**src/rtl/shutter_sched.sv**
```systemverilog
module shutter_sched #(
  parameter int LINES     = 525,
  parameter int EXPW      = 10,
  parameter int DELAY_CYC = 10,
  parameter int WIDTH_CYC = 45,
  parameter int MAX_CYC   = 1000
) (
  input  logic            clk,
  input  logic            rst_n,
  input  logic            line_start_i,
  input  logic            retrace_i,
  input  logic            xfer_i,
  input  logic [EXPW-1:0] exp_lines_i,
  output logic            shutter_o,
  output logic            active_o,
  output logic            wd_err_o
);
  localparam int LW   = (LINES > 1) ? $clog2(LINES) : 1;
  localparam int CMAX = DELAY_CYC + WIDTH_CYC;
  localparam int CW   = $clog2(CMAX + 1);
  localparam int WW   = $clog2(MAX_CYC + 1);

  logic [LW-1:0]   line_q;
  logic [EXPW-1:0] exp_q;
  logic            en_q;
  logic [CW-1:0]   cnt_q;
  logic            killed_q;
  logic [WW-1:0]   wd_q;
  logic            err_q;

  wire            exp_ok = (exp_lines_i != '0) && (32'(exp_lines_i) < LINES);
  wire [LW-1:0]   target = LW'(LINES - 32'(exp_q));
  wire            hit    = en_q && (line_q == target);
  wire            in_win = (32'(cnt_q) >= DELAY_CYC) && (32'(cnt_q) < CMAX);
  wire            raw    = hit && retrace_i && !xfer_i && in_win && !killed_q;
  wire            trip   = raw && (32'(wd_q) >= MAX_CYC);

  assign shutter_o = raw && (32'(wd_q) < MAX_CYC);
  assign active_o  = en_q;
  assign wd_err_o  = err_q;

  always_ff @(posedge clk or negedge rst_n) begin
    if (!rst_n) begin
      line_q   <= '0;
      exp_q    <= '0;
      en_q     <= 1'b0;
      cnt_q    <= '0;
      killed_q <= 1'b0;
      wd_q     <= '0;
      err_q    <= 1'b0;
    end else begin
      if (trip) err_q <= 1'b1;
      if (xfer_i) begin
        line_q   <= '0;
        cnt_q    <= '0;
        exp_q    <= exp_lines_i;
        en_q     <= exp_ok;
        killed_q <= 1'b0;
        wd_q     <= '0;
      end else if (line_start_i) begin
        line_q   <= (32'(line_q) == LINES - 1) ? '0 : line_q + 1'b1;
        cnt_q    <= '0;
        killed_q <= 1'b0;
        wd_q     <= '0;
      end else begin
        if (retrace_i && 32'(cnt_q) != CMAX) cnt_q <= cnt_q + 1'b1;
        wd_q <= shutter_o ? wd_q + 1'b1 : '0;
        if (trip) killed_q <= 1'b1;
      end
    end
  end

  p_retrace_only_r5: assert property (@(posedge clk) disable iff (!rst_n)
    shutter_o |-> (retrace_i && !xfer_i));
  p_quiet_when_off_r6: assert property (@(posedge clk) disable iff (!rst_n)
    !active_o |-> !shutter_o);
  p_frame_latch_r2: assert property (@(posedge clk) disable iff (!rst_n)
    !xfer_i |=> $stable(active_o));
  p_delayed_rise_r4: assert property (@(posedge clk) disable iff (!rst_n)
    $rose(shutter_o) |-> $past(retrace_i));
  p_err_sticky_r8: assert property (@(posedge clk) disable iff (!rst_n)
    wd_err_o |=> wd_err_o);
endmodule

```
**config.mk**
```make
export PLATFORM = sky130hd
export DESIGN_NAME = shutter_sched
export DESIGN_NICKNAME = d
export VERILOG_FILES = /design/src/rtl/shutter_sched.sv
export SDC_FILE = /design/constraint.sdc
export NUM_CORES = 1
export LEC_CHECK = 0
export BUFFER_PORTS_ARGS = -buffer_cell sky130_fd_sc_hd__clkbuf_2
export CAP_MARGIN = 10
export CORE_MARGIN = 2
export CORE_UTILIZATION = 41
export CTS_CLUSTER_SIZE = 20
export DETAILED_ROUTE_END_ITERATION = 10
export GPL_ROUTABILITY_DRIVEN = 0
export SYNTH_ARGS = -nofsm -noshare
export SYNTH_HDL_FRONTEND = slang
export SYNTH_SLANG_ARGS = --single-unit
```
**constraint.sdc**
```tcl
create_clock -name clk -period 2.73 [get_ports clk]
set_input_delay 0.6825 -clock clk [delete_from_list [all_inputs] [get_ports clk]]
set_output_delay 0.6825 -clock clk [all_outputs]
set_load 0.02 [all_outputs]
```
* After elaboration in Yosys (flattened, before gate mapping)
Cells that the tools add are included.
Widths: inputs -> output; s select.
** Cells by class
- Add/subtract/negate cells :: 4
- $lt $le $gt $ge :: 5
- Equality and inequality tests :: 3
- Mux-type cells :: 12
- Reductions and logical operators :: 16
** Operators by type and width (count)
- $mux 10 :: 6
- $add 10x1->10 const B :: 2
- $lt 10x10->1 const B :: 2
- $mux 6 :: 3
- $eq 10x10->1 :: 1
- $eq 10x10->1 const B :: 1
- $ge 10x10->1 const B :: 1
- $logic_and 1x1->1 :: 10
- $reduce_bool 10->1 :: 1
- $sub 10x10->10 const A :: 1
- $add 6x1->6 const B :: 1
- $ge 6x4->1 const B :: 1
- $lt 6x6->1 const B :: 1
- $ne 6x6->1 const B :: 1
- $reduce_bool 3->1 :: 2
- $mux 1 :: 3
- $logic_not 1->1 :: 2
- $reduce_bool 2->1 :: 1
** Word-level totals
- Bits in registers :: 39
- Bits of input ports :: 15
- Output and inout port bits :: 3

* Longest topological paths before layout
Gate-level depths: netlist of the first run.
- Word-level depth :: 11
- Gate-level depth with buffers :: 8
- Depth with buffers taken out :: 7

* Worst setup path before layout of the first run
OpenSTA, ideal clock, no wires.
- Kind :: input to output
- Start point :: in xfer_i
- End point :: out shutter_o
- Arrival time :: 2.348 ns
- Slack :: -0.301 ns
- Stages :: 6
- Buffers on the path :: 2
- Cells stage by stage :: clkbuf_1 -> or4_1 -> nor3_1 -> nand4_1 -> buf_2 -> nor3_1
** Between the ends
- Word-level cells in the longest chain between the ends :: 5
** RTL lines
- start, declared :: RTL line 12 : input logic xfer_i,
- $logic_not 1->1 :: RTL line 35 : wire raw = hit && retrace_i && !xfer_i && in_win && !killed_q;
- $logic_and 1x1->1 (3 in series) :: RTL line 35
- $logic_and 1x1->1 :: RTL line 38 : assign shutter_o = raw && (32'(wd_q) < MAX_CYC);
- end, declared :: RTL line 14 : output logic shutter_o,
No other way between the ends.

* Worst setup path after layout of the first run
- Start point :: reg exp_q[1]
- End point :: out shutter_o
** Between the ends
- Word-level cells in the longest chain between the ends :: 8
** RTL lines
- start, declared :: RTL line 24 : logic [EXPW-1:0] exp_q;
- start signal, assigned :: RTL line 56 : exp_q <= exp_lines_i;
- $sub 10x10->10 :: RTL line 32 : wire [LW-1:0] target = LW'(LINES - 32'(exp_q));
- $eq 10x10->1 :: RTL line 33 : wire hit = en_q && (line_q == target);
- $logic_and 1x1->1 :: RTL line 33
- $logic_and 1x1->1 (4 in series) :: RTL line 35
- $logic_and 1x1->1 :: RTL line 38
No other way between the ends.

==> flow_summary_export.csv, run 1 <==
group,metric,value,unit
clock_tree,cts_tree,"yes",
clock_tree,clkTransAtPathRegs,0.08,ns
synthesis,synth-edff-count,0,
setup_path,slowest_delay,0.42,ns
clock_tree,root_buffer,"clkbuf_8",
setup_path,worstReg2RegEnd,"killed_q$_DFFE_PN0P_",
power,power.total,0.00134,W
setup_path,cp.depth,7,
synthesis,ys_seq_area_share,41.9,%
placement,place_area,2530,µm²
power,power_leakage,1.14,nW
final_layout,regArea,976,µm²
setup_path,critPathLaunch,"exp_q[1]$_DFFE_PN0P_",
setup_path,crit_chain,"buf_4 -> xor2_1 -> or4_1 -> nor3_1 -> nand4_1 -> nor3_4 -> clkbuf_8",
power,ir_drop,270,µV
sta,tightest_slew,0.516,ns
run_status,violations,"negative setup slack",
setup_path,cp_data_arrival_time,2.16,ns
clock_tree,htree_levels,2,
clock_tree,insertion_delay,0.29,ns
synthesis,syn_inst,232,
die,num_rows,27,
detailed_routing,drt_iter0_drc,91,
grt,grt_pass1_wl,8720,µm
die,coreArea,5510,µm²
final_layout,multi_input_area,1290,µm²
sta,fin_crit,2.84,ns
power,pwr_density_cell,488,nW/µm²
setup_path,cpMaxStageDelayCell,"or4_1",
sta,grt_setup_unrepaired,"true",
sta,fin_skew,0.00822,ns
setup_path,r2r_start,"exp_q[5]$_DFFE_PN0P_",
setup_path,cp-endpoint,"shutter_o",
grt,grt_overflow,0,
detailed_routing,drcViolationCount,0,
detailed_routing,dr.pass1.iters,4,
synthesis,syn_area_per_cell,10.0,µm²
final_layout,syn_to_final_growth,18.4,%
sta,drv_slew,0,
grt,grt_pass1_vias,1851,
final_layout,stdcell_count,335,
grt,track_usage,17.6,%
placement,dp_cells,319,
sta,fmax,0.352,GHz
placement,post-place-ws,0.0198,ns
sta,setup_slack,-0.111,ns
synthesis,syn-num-nets,254,
sta,relSlewSlack,65.6,%
synthesis,synthFlopType,"dfrtp_1",
die,initial_core_util,42.3,%
grt,antenna_found_initial,0,
final_layout,fillerInstances,509,
hold_path,hp-class,"input pin to async pin",
setup_path,r2r_slack,0.41,ns
placement,dp_hpwl,3520,µm
setup_path,setup.worst_path.class,"flop to primary output",
sta,period_share,104,%
die,pin_count,18,
detailed_routing,routedWlPerCell,14.9,µm
detailed_routing,vias_per_cell,5.42,
final_layout,drive_above_1_share,29.3,%
setup_path,cp-start-kind,"flop",
synthesis,netlist_area,2330,µm²
run,maxCapViolCount,0,
final_layout,antenna_cells,0,
sta,hold_violations,0,
die,fp.dieH,79.3,µm
detailed_routing,routed_wl,5000,µm
die,die_w,79.3,µm
final_layout,num-nets-final,284,
clock_tree,cts_buffers,5,
synthesis,synth.distinct_cells,49,
final_layout,layout_common_cells,"dfrtp_1 (39), nor2_1 (19), buf_4 (18), clkbuf_2 (16)",
setup_path,cp.required,2.05,ns
clock_tree,cts_num_sinks,39,
setup_path,critPathTopFamily,"simple AND/OR/NAND/NOR gates",
sta,hold-worst-slack,0.438,ns
detailed_routing,vias,1816,
setup_path,end_kind,"primary output",
final_layout,final_area,2760,µm²
run_status,status,"finished, violations left",
placement,io_buffers,17,
setup_path,rr_worst_depth,7,
sta,setup_viol,1,
synthesis,async_reset_ff_share,100,%
clock_tree,cts.path.max_buffers,2,
synthesis,ys_warn_count,0,
detailed_routing,ant_nets,0,
clock_tree,hold_buffers,0,
grt,grt_max_degree,40,
final_layout,final_common_cell,"dfrtp_1",
setup_path,cp_max_fo,3,
synthesis,ys_seq_elements,39,
die,die_area,6290,µm²
setup_path,crit_buf_inv,2,
## Yosys cell counts, drive strengths merged, types with 2 or more instances
master,instances,area share [%]
o2111ai,2,0.75
or2,4,1.1
nand2,10,1.6
nor3,7,1.5
nor3b,2,0.64
and3,5,1.3
ha,7,3.8
o41ai,2,0.75
o31ai,2,0.86
a21oi,5,1.1
nor2,20,3.3
or4,4,1.5
o21ai,8,1.7
xor2,14,5.3
mux2,9,4.4
inv,10,1.6
buf,4,1.4
xnor2,15,5.6
clkbuf,9,1.5
nand4,8,2.2
nand3,15,3.4
dfrtp,39,42
nor4b,2,0.75
nor4,10,5.1
o21a,2,0.64
o31a,2,0.75
## metrics by stage
step	setup TNS [ns]	utilization [%]
floorplan	0	-
global placement	0	45.9
detailed placement	0	45.9
CTS	-0.108	49.7
global route	-0.238	50.0
finish	-0.111	50.0
## registers in the layout, summed over array words and instances (netlist names)
| register | count |
|---|---|
| active_o | 1 |
| cnt_q | 6 |
| exp_q | 10 |
| killed_q | 1 |
| line_q | 10 |
| wd_err_o | 1 |
| wd_q | 10 |
## worst min-delay path by stage
stage,slack (ns),cells past startpoint,endpoint,from
after floorplan,0.39,0,active_o$_DFFE_PN0P_,rst_n
after global placement,0.46,2,wd_err_o$_DFFE_PN0P_,wd_err_o$_DFFE_PN0P_
after detailed placement,0.46,2,wd_err_o$_DFFE_PN0P_,wd_err_o$_DFFE_PN0P_
after CTS,0.47,2,line_q[0]$_DFFE_PN0N_,rst_n
after global routing,0.50,2,wd_q[7]$_DFF_PN0_,rst_n
final,0.44,2,wd_q[8]$_DFF_PN0_,rst_n
## logic make-up after synthesis
group,Yosys count,share of synthesized area [%]
AOI/OAI and AO/OA,34,10.8
adders and majority gates,7,3.76
xor gates and xnor gates,29,10.9
DFF,39,41.9
buffers and inverters,23,4.46
and+or+nand+nor,91,23.8
muxes,9,4.35
## layout make-up
cell class	instances	area share, %
Clock inverter	2	1.27
Timing Repair Buffer	36	8.72
Inverter	10	1.36
Clock buffer	6	3.00
Multi-Input combinational cell	170	47.0
Tap cell	72	3.27
Sequential cell	39	35.4
## worst reg2reg max path, cell delays in order, from the launching register on
cell	delay, ns
dfrtp_1	0.41
or2_1	0.24
or4_4	0.51
a221oi_2	0.27
nor2_2	0.09
buf_4	0.14
buf_4	0.18
o41ai_1	0.36
## what timing repair did
item	4_1_cts	5_1_grt
cloned	0	0
buffers inserted	7	1
endpoints found under the setup margin	1	1
gates resized for setup	8	2
pin swaps	5	2
## report_power, final
| group | internal (W) | switching, W |
|---|---|---|
| combinational | 0.0000978 | 0.000121 |
| clock | 0.000296 | 0.000208 |
| sequential | 0.000597 | 0.0000254 |
## metal layers
layer	part of all wire, %	GRT usage [%]	vias up
met5	0	0	-
met4	1.3	5.86	0
met3	3.5	3.52	7
met2	47	26.8	32
met1	48	25.1	879
li1	-	-	898
Note: power is estimated with default switching activity, not from simulation.
==> run 2, diff against run 1 <==
--- a/config.mk
+++ b/config.mk
@@ -7,6 +7,7 @@
 export LEC_CHECK = 0
 export BUFFER_PORTS_ARGS = -buffer_cell sky130_fd_sc_hd__clkbuf_2
 export CAP_MARGIN = 10
+export CORE_ASPECT_RATIO = 0.9
 export CORE_MARGIN = 2
 export CORE_UTILIZATION = 41
 export CTS_CLUSTER_SIZE = 20
==> run 2 against run 1 <==
  * The run still ends with negative setup slack left
  * Global-route usage shrank 0.88 points
  * Largest power group unchanged
  * Clock power is 17% higher
  * Core utilization shrank 0.10 points
  * Critical path type unchanged
  * Largest cell class unchanged
  * Clock skew increased by 0.0010 ns
==> flow_summary_export.csv, run 2 (synthesized netlist as in run 1, its figures left out) <==
group,metric,value,unit
run_status,status,"finished, violations left",
run_status,violations,"negative setup slack",
die,die_area,6300,µm²
clock_tree,htree_levels,2,
setup_path,cp_data_arrival_time,2.16,ns
detailed_routing,dr.pass1.iters,4,
sta,hold-worst-slack,0.309,ns
die,pin_count,18,
setup_path,slowest_delay,0.49,ns
power,power_frac_comb,15.2,%
power,power.clock.fraction,41.2,%
setup_path,cpMaxStageDelayCell,"or4_4",
clock_tree,cts_num_sinks,39,
setup_path,cp-start-kind,"flop",
final_layout,num-nets-final,282,
final_layout,top_regs,"exp_q: 10 flops, line_q: 10 flops, wd_q: 10 flops",
placement,post-place-ws,0.0210,ns
sta,drv_slew,0,
power,switching_power,0.000367,W
setup_path,critPathTopFamily,"simple AND/OR/NAND/NOR gates",
power,ir_drop,419,µV
detailed_routing,drt_iter0_drc,33,
clock_tree,cts_tree,"yes",
clock_tree,hold_buffers,0,
clock_tree,cts.path.max_buffers,2,
sta,tightest_slew,0.480,ns
grt,grt_pass1_wl,8240,µm
grt,grt_max_degree,24,
die,coreArea,5560,µm²
sta,hold_violations,0,
detailed_routing,routed_wl,5010,µm
grt,grt_overflow,0,
sta,period_share,104,%
detailed_routing,vias_per_cell,5.53,
final_layout,antenna_cells,0,
setup_path,critPathLaunch,"exp_q[1]$_DFFE_PN0P_",
sta,fin_skew,0.00924,ns
clock_tree,root_buffer,"clkbuf_8",
final_layout,layout_common_cells,"dfrtp_1 (38), nor2_1 (19), clkbuf_2 (16), buf_4 (16), xnor2_1 (15)",
setup_path,r2r_start,"exp_q[1]$_DFFE_PN0P_",
run,maxCapViolCount,0,
detailed_routing,ant_nets,0,
hold_path,hp-class,"input pin to async pin",
setup_path,setup.worst_path.class,"flop to primary output",
final_layout,fillerInstances,506,
sta,setup_slack,-0.112,ns
detailed_routing,vias,1829,
power,pwr-share-seq,43.6,%
final_layout,final_common_cell,"dfrtp_1",
detailed_routing,routedWlPerCell,15.1,µm
power,pwr_density_cell,514,nW/µm²
die,die_w,83.4,µm
sta,relSlewSlack,67.6,%
power,p_sw_share,25.7,%
die,fp.dieH,75.5,µm
die,initial_core_util,41.8,%
final_layout,drive_above_1_share,28.7,%
setup_path,cp.required,2.05,ns
detailed_routing,drcViolationCount,0,
power,p_int,0.00106,W
setup_path,cp.depth,8,
sta,grt_setup_unrepaired,"true",
clock_tree,insertion_delay,0.30,ns
sta,setup_viol,1,
final_layout,syn_to_final_growth,19.4,%
placement,io_buffers,17,
power,power_leakage,1.14,nW
grt,grt_pass1_vias,1685,
die,num_rows,26,
sta,fmax,0.352,GHz
setup_path,rr_worst_depth,8,
placement,dp_hpwl,3560,µm
grt,antenna_found_initial,0,
setup_path,end_kind,"primary output",
setup_path,crit_buf_inv,2,
setup_path,crit_chain,"buf_6 -> ha_4 -> nand2_4 -> or4_4 -> a221oi_4 -> nor2_2 -> nor3_4 -> clkbuf_8",
sta,fin_crit,2.84,ns
clock_tree,cts_buffers,5,
grt,track_usage,16.7,%
setup_path,cp_max_fo,3,
clock_tree,clkTransAtPathRegs,0.09,ns
run 2: per-stage QoR:
step | TNS (ns) | power [W] | cell area (µm²) | std cells | utilization, %
floorplan | 0 | 0.000755 | 2340 | 232 | -
global placement | 0 | 0.000820 | 2530 | 317 | 45.4
detailed placement | 0 | 0.000821 | 2530 | 317 | 45.4
CTS | -0.118 | 0.00143 | 2750 | 331 | 49.4
global route | -0.239 | 0.00148 | 2780 | 331 | 49.9
finish | -0.112 | 0.00143 | 2780 | 331 | 49.9
run 2: path summary, 6_finish.rpt:
kind	to	slack, ns
setup / recovery	shutter_o	-0.11
hold / removal	cnt_q[4]$_DFFE_PN0P_	0.31
setup reg to reg	wd_q[9]$_DFF_PN0_	0.54
hold reg to reg	wd_err_o$_DFFE_PN0P_	0.49
max in group asynchronous	exp_q[2]$_DFFE_PN0P_	1.74
min in group clk	wd_err_o$_DFFE_PN0P_	0.49
run 2: power by group through the flow:
stage	logic (W)	registers [W]	clock network [W]
floorplan	0.000130	0.000625	0
global placement	0.000188	0.000632	0
detailed placement	0.000190	0.000632	0
CTS	0.000210	0.000621	0.000599
global route	0.000240	0.000626	0.000619
finish	0.000217	0.000623	0.000588
run 2: area by class of cell:
class                   instances  area [µm²]  area share, %
repair buffers                 34         225           8.11
clock inverters                 3        67.6           2.43
inverters                      10        37.5           1.35
clock buffers                   5        68.8           2.48
flip-flops and latches         39         977           35.2
well taps                      70        87.6           3.15
multi-input cells             170        1310           47.3
run 2: per-layer routing:
metal	GRT usage (%)	wire, µm
met1	22.6	2440
met2	26.4	2290
met3	3.68	192
met4	7.35	83
met5	0	0
run 2: repair_timing:
action | in CTS | in global routing
setup endpoints to repair | 1 | 1
buffers inserted | 6 | 0
resized for setup | 7 | 6
pin swaps | 6 | 2
